### src/rtl/rssi_pk_pkg.sv
// Package: shared types for the signal-strength peak detector.
// Assumes: nothing beyond IEEE 1800-2017.
package rssi_pk_pkg;
    // Telegram window state: idle, waiting for the bit delay, observing.
    typedef enum logic [1:0] {
        GATE_IDLE = 2'd0,
        GATE_WAIT = 2'd1,
        GATE_OPEN = 2'd2
    } gate_state_e;
endpackage

### src/rtl/rssi_avg.sv
// Module: rssi_avg
// Integrate-and-dump averager. It sums GRP consecutive strobed samples and
// emits the sum divided by GRP as a one-cycle valid pulse with held data.
// Assumes: GRP is a power of two >= 2; the accumulator width is derived so
// that it never overflows (8-bit samples, GRP=4 -> 10 bits).
module rssi_avg #(
    parameter int SMP_W = 8,
    parameter int GRP   = 4
) (
    input  logic             clk,
    input  logic             rst_n,
    input  logic             smp_vld,
    input  logic [SMP_W-1:0] smp_data,
    output logic             avg_vld,
    output logic [SMP_W-1:0] avg_data
);
    localparam int CNT_W = $clog2(GRP);
    localparam int ACC_W = SMP_W + CNT_W;
    localparam logic [CNT_W-1:0] LAST = CNT_W'(GRP - 1);

    logic [CNT_W-1:0] cnt_q;
    logic [ACC_W-1:0] acc_q;
    logic [ACC_W-1:0] sum;

    // Running sum including the sample presented this cycle.
    always_comb begin
        sum = acc_q + ACC_W'(smp_data);
    end

    // Integrate on each strobe; dump and publish on the last of the group.
    always_ff @(posedge clk) begin
        if (!rst_n) begin
            cnt_q    <= '0;
            acc_q    <= '0;
            avg_vld  <= 1'b0;
            avg_data <= '0;
        end else begin
            avg_vld <= 1'b0;
            if (smp_vld) begin
                if (cnt_q == LAST) begin
                    cnt_q    <= '0;
                    acc_q    <= '0;
                    avg_vld  <= 1'b1;
                    avg_data <= sum[ACC_W-1:CNT_W];
                end else begin
                    cnt_q <= cnt_q + 1'b1;
                    acc_q <= sum;
                end
            end
        end
    end
endmodule

### src/rtl/rssi_win_gate.sv
// Module: rssi_win_gate
// Telegram observation window. Frame sync starts a new telegram and waits
// for a set number of data-bit ticks before opening. End of message closes
// the window. Frame sync takes priority over end of message.
// Assumes: fsync, eom and bit_tick are single-cycle pulses.
module rssi_win_gate
    import rssi_pk_pkg::*;
#(
    parameter int DLY_W = 4
) (
    input  logic             clk,
    input  logic             rst_n,
    input  logic             fsync,
    input  logic             eom,
    input  logic             bit_tick,
    input  logic [DLY_W-1:0] delay_bits,
    output logic             win_open,
    output logic             win_armed
);
    gate_state_e      state_q;
    logic [DLY_W-1:0] bits_q;
    logic [DLY_W:0]   bits_nx;

    // Count of bit ticks after this one.
    always_comb begin
        bits_nx = {1'b0, bits_q} + 1'b1;
    end

    // Window state sequencing and bit-delay counting.
    always_ff @(posedge clk) begin
        if (!rst_n) begin
            state_q <= GATE_IDLE;
            bits_q  <= '0;
        end else if (fsync) begin
            bits_q  <= '0;
            state_q <= (delay_bits == '0) ? GATE_OPEN : GATE_WAIT;
        end else if (eom) begin
            state_q <= GATE_IDLE;
        end else if (state_q == GATE_WAIT && bit_tick) begin
            if (bits_nx == {1'b0, delay_bits}) begin
                state_q <= GATE_OPEN;
            end else begin
                bits_q <= bits_nx[DLY_W-1:0];
            end
        end
    end

    // Decoded window flags.
    always_comb begin
        win_open  = (state_q == GATE_OPEN);
        win_armed = (state_q != GATE_IDLE);
    end
endmodule

### src/rtl/rssi_peak_track.sv
// Module: rssi_peak_track
// Single peak register. Priority: clear, then load, then update when
// enabled and a valid level is strictly above the stored one.
// Assumes: unsigned levels.
module rssi_peak_track #(
    parameter int W = 8
) (
    input  logic         clk,
    input  logic         rst_n,
    input  logic         clr,
    input  logic         load,
    input  logic [W-1:0] load_val,
    input  logic         en,
    input  logic         lvl_vld,
    input  logic [W-1:0] lvl,
    output logic [W-1:0] peak
);
    // Maximum tracking with clear and reload.
    always_ff @(posedge clk) begin
        if (!rst_n) begin
            peak <= '0;
        end else if (clr) begin
            peak <= '0;
        end else if (load) begin
            peak <= load_val;
        end else if (en && lvl_vld && (lvl > peak)) begin
            peak <= lvl;
        end
    end
endmodule

### src/rtl/rssi_peak_unit.sv
// Module: rssi_peak_unit (top)
// Averages ADC signal-strength samples in groups of four and feeds two peak
// trackers: a telegram-window tracker whose result is latched at end of
// message, and a running tracker gated by receiver activity and reloaded
// on read.
// Assumes: all control inputs are synchronous single-cycle pulses except
// rx_run and delay_bits, which are levels.
module rssi_peak_unit #(
    parameter int SMP_W = 8,
    parameter int GRP   = 4,
    parameter int DLY_W = 4
) (
    input  logic             clk,
    input  logic             rst_n,
    input  logic             smp_vld,
    input  logic [SMP_W-1:0] smp_data,
    input  logic             bit_tick,
    input  logic             fsync,
    input  logic             eom,
    input  logic [DLY_W-1:0] delay_bits,
    input  logic             rx_run,
    input  logic             rd_strobe,
    output logic             avg_vld,
    output logic [SMP_W-1:0] avg_data,
    output logic [SMP_W-1:0] win_peak,
    output logic [SMP_W-1:0] run_peak
);
    logic             win_open;
    logic             win_armed;
    logic [SMP_W-1:0] tel_peak;

    rssi_avg #(.SMP_W(SMP_W), .GRP(GRP)) u_avg (
        .clk      (clk),
        .rst_n    (rst_n),
        .smp_vld  (smp_vld),
        .smp_data (smp_data),
        .avg_vld  (avg_vld),
        .avg_data (avg_data)
    );

    rssi_win_gate #(.DLY_W(DLY_W)) u_gate (
        .clk        (clk),
        .rst_n      (rst_n),
        .fsync      (fsync),
        .eom        (eom),
        .bit_tick   (bit_tick),
        .delay_bits (delay_bits),
        .win_open   (win_open),
        .win_armed  (win_armed)
    );

    rssi_peak_track #(.W(SMP_W)) u_tel_trk (
        .clk      (clk),
        .rst_n    (rst_n),
        .clr      (fsync),
        .load     (1'b0),
        .load_val ('0),
        .en       (win_open),
        .lvl_vld  (avg_vld),
        .lvl      (avg_data),
        .peak     (tel_peak)
    );

    rssi_peak_track #(.W(SMP_W)) u_run_trk (
        .clk      (clk),
        .rst_n    (rst_n),
        .clr      (1'b0),
        .load     (rd_strobe),
        .load_val (avg_data),
        .en       (rx_run),
        .lvl_vld  (avg_vld),
        .lvl      (avg_data),
        .peak     (run_peak)
    );

    // Result register: captures the telegram peak at a qualifying end of message.
    always_ff @(posedge clk) begin
        if (!rst_n) begin
            win_peak <= '0;
        end else if (eom && win_armed) begin
            win_peak <= tel_peak;
        end
    end
endmodule

### config.mk
export PLATFORM = sky130hd
export DESIGN_NAME = rssi_peak_unit
export DESIGN_NICKNAME = d
export VERILOG_FILES = /design/src/rtl/rssi_pk_pkg.sv /design/src/rtl/rssi_avg.sv /design/src/rtl/rssi_win_gate.sv /design/src/rtl/rssi_peak_track.sv /design/src/rtl/rssi_peak_unit.sv
export SDC_FILE = /design/constraint.sdc
export NUM_CORES = 1
export LEC_CHECK = 0
export ABC_CLOCK_PERIOD_IN_PS = 5700
export BUFFER_PORTS_ARGS = -buffer_cell sky130_fd_sc_hd__buf_2
export CAP_MARGIN = 15
export CORE_ASPECT_RATIO = 1.1
export CORE_MARGIN = 3
export CORE_UTILIZATION = 45
export CTS_CLUSTER_SIZE = 40
export DETAILED_ROUTE_END_ITERATION = 8
export GPL_TIMING_DRIVEN = 0
export PLACE_DENSITY_LB_ADDON = 0.25
export SETUP_SLACK_MARGIN = 0.02
export SYNTH_ARGS = -nofsm -noshare
export SYNTH_HDL_FRONTEND = slang
export SYNTH_HIERARCHICAL = 1
export SYNTH_SLANG_ARGS = --single-unit
### constraint.sdc
create_clock -name clk -period 5.7 [get_ports clk]
set_clock_uncertainty 0.15 [all_clocks]
set_input_delay 0 -clock clk [delete_from_list [all_inputs] [get_ports clk]]
set_output_delay 0 -clock clk [all_outputs]
set_load 0.02 [all_outputs]
==> results of run 1 <==
==> flip-flops by register name, indices dropped and copies added (netlist names) <==
register	flops
u_avg/acc_q	10
u_avg/avg_data	8
u_run_trk/peak	8
u_tel_trk/peak	8
win_peak	8
u_gate/bits_q	4
u_avg/cnt_q	2
u_gate/state_q	2
u_avg/avg_vld	1
==> routing by layer <==
metal / vias up / GRT usage, % / share of wire, %
met1: 1394 / 24.2 / 46
met5: - / 0 / 0
met3: 6 / 2.88 / 2.6
met4: 0 / 4.53 / 0.82
li1: 1519 / - / -
met2: 37 / 33.5 / 51
==> synthesized netlist by cell type, types with 2 or more instances <==
cell,number
sky130_fd_sc_hd__nand2b_1,5
sky130_fd_sc_hd__nand4_1,14
sky130_fd_sc_hd__o21ai_2,9
sky130_fd_sc_hd__o311ai_0,3
sky130_fd_sc_hd__a31o_2,3
sky130_fd_sc_hd__nor2_1,19
sky130_fd_sc_hd__clkbuf_1,7
sky130_fd_sc_hd__and3_1,5
sky130_fd_sc_hd__buf_6,6
sky130_fd_sc_hd__a21oi_1,17
sky130_fd_sc_hd__nand3b_1,4
sky130_fd_sc_hd__nand3_1,15
sky130_fd_sc_hd__a211oi_2,17
sky130_fd_sc_hd__xor2_1,5
sky130_fd_sc_hd__dlygate4sd1_1,2
sky130_fd_sc_hd__a21o_1,5
sky130_fd_sc_hd__nor2_2,2
sky130_fd_sc_hd__ha_1,26
sky130_fd_sc_hd__o211ai_1,5
sky130_fd_sc_hd__and2_4,2
sky130_fd_sc_hd__mux2i_1,18
sky130_fd_sc_hd__inv_1,26
sky130_fd_sc_hd__dfxtp_1,51
sky130_fd_sc_hd__clkdlybuf4s25_2,2
sky130_fd_sc_hd__o211ai_2,2
sky130_fd_sc_hd__a31oi_1,2
sky130_fd_sc_hd__nand2_1,17
sky130_fd_sc_hd__or3_1,6
sky130_fd_sc_hd__nor2b_1,6
sky130_fd_sc_hd__a211oi_1,2
sky130_fd_sc_hd__nor4_1,15
sky130_fd_sc_hd__nor3_1,4
sky130_fd_sc_hd__or4_1,3
sky130_fd_sc_hd__xnor2_1,5
sky130_fd_sc_hd__o21ai_0,11
sky130_fd_sc_hd__a22oi_1,3
sky130_fd_sc_hd__a41o_1,2
==> worst paths after layout <==
kind | start | end | cells past startpoint
worst min register to register | win_peak[7]$_SDFFE_PN0P_ | win_peak[7]$_SDFFE_PN0P_ | 2
worst max register to register | u_gate/bits_q[0]$_SDFFE_PP0P_ | u_gate/state_q[0]$_SDFFE_PN0P_ | 6
worst max-delay path | u_gate/bits_q[0]$_SDFFE_PP0P_ | u_gate/state_q[0]$_SDFFE_PN0P_ | 6
worst min-delay path | smp_data[3] | u_avg/avg_data[1]$_SDFFE_PN0P_ | 4
==> metrics by stage <==
step	instances	area [µm²]	hold WS, ns
4_1_cts	526	3900	0.0367
3_3_place_gp	508	3710	0.200
6_report	526	3900	0.0489
5_1_grt	526	3900	0.0864
3_5_place_dp	508	3710	0.214
2_1_floorplan	380	3390	-0.0242
==> cells by family after synthesis <==
logic type / share of synthesized area, %
other: 0.112
multiplexers: 5.37
flip-flops: 30.4
AND/OR/NAND/NOR: 21.1
AO/OA/AOI/OAI: 22.8
adder cells (fa/ha/maj): 10.3
XOR/XNOR: 2.61
buffers and inverters: 7.34
==> worst max-delay path, delay by kind of cell (launching register included) <==
family          cells  cell delay [ns]
flops               1             0.46
fa+ha+maj           1             0.30
simple gates        2             0.77
compound gates      1             0.23
buf+inv             1             0.54
xor+xnor            1             0.16
==> what timing repair did <==
item | 4_1_cts | 5_1_grt
gates resized for setup | 0 | 0
hold buffers | 10 | 0
hold endpoints to repair | 16 | 0
==> power breakdown <==
group	total [mW]	internal, mW	switching, mW
combinational	0.176	0.0777	0.0981
sequential	0.385	0.372	0.0132
clock	0.210	0.0857	0.124
==> layout make-up <==
cell class	instances	share of cell area, %
buffer	20	3.82
clock buffer	5	1.76
clock inverter	3	0.513
inverter	26	2.50
multi-input combinational	283	54.4
sequential	51	26.2
tap	85	2.73
timing repair buffer	53	8.08
==> results.json, run 1 <==
{
  "outcome": "finished, final reports clean",
  "core_area_um2": 7130,
  "power.density_cell_area_nw_per_um2": 198,
  "post_synth_instance_area_um2": 3360,
  "global_route.overflow_total": 0,
  "remaining_drc_errors": 0,
  "ys_warn_count": 6,
  "power.leakage_nw": 1.68,
  "port_buffers": 43,
  "cp.arrival_ns": 2.76,
  "cts_root_buffer": "sky130_fd_sc_hd__clkbuf_8",
  "fp.dieH_um": 96.6,
  "critical_path.max_stage_delay_ns": 0.54,
  "initial_utilization_pct": 47.1,
  "finalWeightedCongestion": 0.824,
  "final_core_utilization_pct": 54.7,
  "post_synthesis_average_cell_area_um2": 9.05,
  "cts_tree": "yes",
  "pre_cts_slack_ns": 3.37,
  "grt_pass1_vias": 2857,
  "finalSetupViolations": 0,
  "worst_margin_pin_slew_ns": 0.618,
  "edff_count_synth": 0,
  "max-cap-violations": 0,
  "max_freq_ghz": 0.369,
  "cts.sink_count": 51,
  "synth_top_cells_by_area": "sky130_fd_sc_hd__dfxtp_1, sky130_fd_sc_hd__ha_1, sky130_fd_sc_hd__a211oi_2",
  "final.min_clock_period_ns": 2.71,
  "finalHoldViolations": 0,
  "min_period_over_period_pct": 47.6,
  "post_route_cells_drive_above_1_share_pct": 23.4,
  "cts_htree_levels": 2,
  "critical_path.cell_chain": "ha_1, xnor2_1, nand3_1, or4_4, a32o_1, dlygate4sd3_1",
  "grt_antenna_before_repair": 0,
  "timing_worst_setup_path_type": "flop to flop",
  "min-delay-path-class": "input pin to flop",
  "io_pins": 45,
  "place_hpwl_um": 5740,
  "grt_first_pass_wirelength_um": 13100,
  "ctsLongestPathBuffers": 2,
  "finish.net_count": 487,
  "final.setup.tns_ns": 0,
  "synth_cells": 371,
  "drt_pre_antenna_iters": 4,
  "regToRegSetupSlack_ns": 2.99,
  "slew_headroom_pct": 58.8,
  "synthFlopType": "sky130_fd_sc_hd__dfxtp_1",
  "multi_input_area_um2": 2120,
  "post_synthesis_sequential_element_count": 51,
  "vias_per_inst": 5.62,
  "die_area_um2": 8530,
  "vias": 2956,
  "mostFrequentLayoutCells": "sky130_fd_sc_hd__dfxtp_1, sky130_fd_sc_hd__buf_2, sky130_fd_sc_hd__inv_1, sky130_fd_sc_hd__ha_1, sky130_fd_sc_hd__nor2_1",
  "post_synthesis_to_final_layout_area_growth_pct": 16.2,
  "chipWidth_um": 88.4,
  "grtUsageTotal_pct": 19.0,
  "detail_route.wirelength_um": 7590,
  "num_antenna_cells": 0,
  "grt_max_degree": 17,
  "final.fill_count": 687,
  "std_cell_rows": 32,
  "worst_setup_path_end_kind": "flop",
  "synth_cell_types": 62,
  "post_synth_arst_share_pct": 0,
  "layout_commonest_cell": "sky130_fd_sc_hd__dfxtp_1",
  "path_clk_slew_ns": 0.09,
  "crit_required_ns": 5.74,
  "tritoncts.num_buffers": 5,
  "p_total_mw": 0.771,
  "path_max_fanout": 9,
  "drv_slew": 0,
  "post-cts-setup-buffers": 0,
  "critical_path.slowest_cell": "sky130_fd_sc_hd__dlygate4sd3_1",
  "final_critical_path_setup_slack_ns": 2.99,
  "worst_skew_pair.late_latency_ns": 0.30,
  "final_antenna_net_count": 0,
  "critical_path.startpoint_type": "flop",
  "synth_top_area_cell": "sky130_fd_sc_hd__dfxtp_1",
  "drt_iter0_markers": 107,
  "synth-seq-area-share_pct": 30.4,
  "rsz0062_at_grt": "false",
  "fraction_of_post_synthesis_cell_area_in_the_top_cell_type_by_area_pct": 30.4,
  "seq_area_um2": 1020,
  "wl_per_cell_um": 14.4,
  "worst_ir_drop_on_vdd_mv": 0.120
}
No activity file was read; power rests on OpenSTA's default activity.
==> inputs of run 2 (changes only) <==
Settings changed: ABC_CLOCK_PERIOD_IN_PS 5700 to 2600.
Clock period 5.7 ns to 2.6 ns, I/O delays scaled along.
==> run 2 against run 1 <==
  * Routed wire length about the same
  * Register-to-register slack got worse by 2.8 ns
  * Die area unchanged
  * Sequential power increased by 120%
  * Non-clock buffer count decreased by 1
  * Setup slack got worse by 2.8 ns
  * Cell count decreased by 0.19%
  * Flip-flop and latch count unchanged
  * Fmax increased by 14%
  * Critical path type unchanged
  * Largest power group unchanged
==> results.json, run 2 (synthesis results as in run 1) <==
{
  "outcome": "finished, final reports clean",
  "place_hpwl_um": 5740,
  "num_antenna_cells": 0,
  "final_antenna_net_count": 0,
  "initial_utilization_pct": 47.1,
  "layout_commonest_cell": "sky130_fd_sc_hd__dfxtp_1",
  "path_clk_slew_ns": 0.10,
  "post_synthesis_to_final_layout_area_growth_pct": 15.9,
  "worst_ir_drop_on_vdd_mv": 0.262,
  "chipWidth_um": 88.4,
  "cts_root_buffer": "sky130_fd_sc_hd__clkbuf_8",
  "std_cell_rows": 32,
  "cts_tree": "yes",
  "reg2reg_depth": 8,
  "drt_iter0_markers": 111,
  "mostFrequentLayoutCells": "sky130_fd_sc_hd__dfxtp_1, sky130_fd_sc_hd__buf_2, sky130_fd_sc_hd__inv_1, sky130_fd_sc_hd__ha_1, sky130_fd_sc_hd__nor2_1",
  "hp-start": "smp_data[3]",
  "worst_skew_pair.late_latency_ns": 0.30,
  "finalHoldViolations": 0,
  "max-cap-violations": 0,
  "final_core_utilization_pct": 54.6,
  "power.density_cell_area_nw_per_um2": 434,
  "cp.arrival_ns": 2.43,
  "final.fill_count": 693,
  "slew_headroom_pct": 58.8,
  "grt_pass1_vias": 2856,
  "wl_per_cell_um": 14.5,
  "rsz0062_at_grt": "false",
  "reg_with_most_ffs": "u_avg/acc_q",
  "min_to": "u_avg/avg_data[1]$_SDFFE_PN0P_",
  "finalSetupViolations": 0,
  "ctsLongestPathBuffers": 2,
  "global_route.overflow_total": 0,
  "tritoncts.num_buffers": 5,
  "worst_margin_pin_slew_ns": 0.617,
  "fp.dieH_um": 96.6,
  "worst_hold_path.num_cells": 4,
  "post_route_cells_drive_above_1_share_pct": 23.4,
  "path_max_fanout": 3,
  "io_pins": 45,
  "power.leakage_nw": 1.67,
  "worst_setup_path_end_kind": "flop",
  "grt_max_degree": 17,
  "drv_slew": 0,
  "finish.net_count": 486,
  "die_area_um2": 8530,
  "post-cts-setup-buffers": 0,
  "grt_antenna_before_repair": 0,
  "finalWeightedCongestion": 0.824,
  "min_period_over_period_pct": 91.5,
  "r2r-start": "u_avg/acc_q[0]$_SDFFE_PN0P_",
  "grt_first_pass_wirelength_um": 13100,
  "regToRegSetupSlack_ns": 0.22,
  "core_area_um2": 7130,
  "vias_per_inst": 5.61,
  "port_buffers": 43,
  "cts_htree_levels": 2,
  "final.setup.tns_ns": 0,
  "detail_route.wirelength_um": 7600,
  "largest_register_ffs": 10,
  "grtUsageTotal_pct": 19.0,
  "drt_pre_antenna_iters": 4,
  "cts.sink_count": 51,
  "reg2reg_to": "u_avg/avg_data[4]$_SDFFE_PN0P_",
  "remaining_drc_errors": 0,
  "vias": 2946,
  "max_freq_ghz": 0.420,
  "critical_path.startpoint_type": "flop",
  "min-delay-path-class": "input pin to flop",
  "timing_worst_setup_path_type": "flop to flop",
  "ctsHoldBuffers": 9,
  "crit_required_ns": 2.66,
  "cts_repair_resize_count": 0,
  "final.min_clock_period_ns": 2.38,
  "crit_path_start": "u_avg/acc_q[0]$_SDFFE_PN0P_"
}
run 2: changes by cell type in the layout (fill, tap and decap cells not counted), sizes merged:
cell and change:
dlygate4sd3 -1
run 2: how the worst max path moves through the flow:
stage / endpoint / depth (start not counted)
2_1_floorplan: u_tel_trk/peak[5]$_SDFFE_PP0P_ / 7
3_3_place_gp: u_avg/avg_data[4]$_SDFFE_PN0P_ / 8
3_5_place_dp: u_tel_trk/peak[5]$_SDFFE_PP0P_ / 8
4_1_cts: u_tel_trk/peak[5]$_SDFFE_PP0P_ / 8
5_1_grt: u_tel_trk/peak[5]$_SDFFE_PP0P_ / 8
6_report: u_avg/avg_data[4]$_SDFFE_PN0P_ / 8
run 2: layout make-up:
| class | count | area (µm²) | area share, % |
|---|---|---|---|
| buffer | 20 | 149 | 3.83 |
| clock buffer | 5 | 68.8 | 1.77 |
| clock inverter | 3 | 20.0 | 0.514 |
| inverter | 26 | 97.6 | 2.51 |
| multi-input combinational | 283 | 2120 | 54.6 |
| sequential | 51 | 1020 | 26.2 |
| tap | 85 | 106 | 2.73 |
| timing repair buffer | 52 | 305 | 7.85 |
run 2: metal layers:
layer	share of wire [%]	GRT usage [%]	wire length [µm]	vias up
li1	-	-	-	1514
met1	46	24.1	3470	1386
met2	51	33.7	3870	40
met3	2.8	2.88	210	6
met4	0.75	4.53	57	0
met5	0	0	0	-
run 2: per-stage QoR:
stage	worst slack [ns]	power, mW	std cells	hold WS (ns)	cell area, µm²
floorplan	0.450	1.14	380	-0.0242	3390
global placement	0.304	1.22	508	0.200	3710
detailed placement	0.274	1.23	508	0.214	3710
CTS	0.258	1.70	525	0.0367	3890
global route	0.0601	1.79	525	0.0864	3890
finish	0.222	1.69	525	0.0485	3890
run 2: worst max-delay path, stage by stage, from the launching register on:
cell                       delay (ns)
sky130_fd_sc_hd__dfxtp_1         0.34
sky130_fd_sc_hd__ha_1            0.20
sky130_fd_sc_hd__inv_1           0.06
sky130_fd_sc_hd__fa_1            0.41
sky130_fd_sc_hd__nand2b_1        0.16
sky130_fd_sc_hd__a21oi_1         0.36
sky130_fd_sc_hd__a31oi_1         0.23
sky130_fd_sc_hd__mux2i_1         0.17
sky130_fd_sc_hd__a31o_2          0.22
run 2: report_power, final:
| part | internal, mW | leakage [nW] | total (mW) | switching (mW) |
|---|---|---|---|---|
| combinational | 0.169 | 1.21 | 0.384 | 0.215 |
| sequential | 0.816 | 0.415 | 0.844 | 0.0287 |
| clock | 0.188 | 0.0402 | 0.460 | 0.272 |
| total | 1.17 | 1.67 | 1.69 | 0.515 |
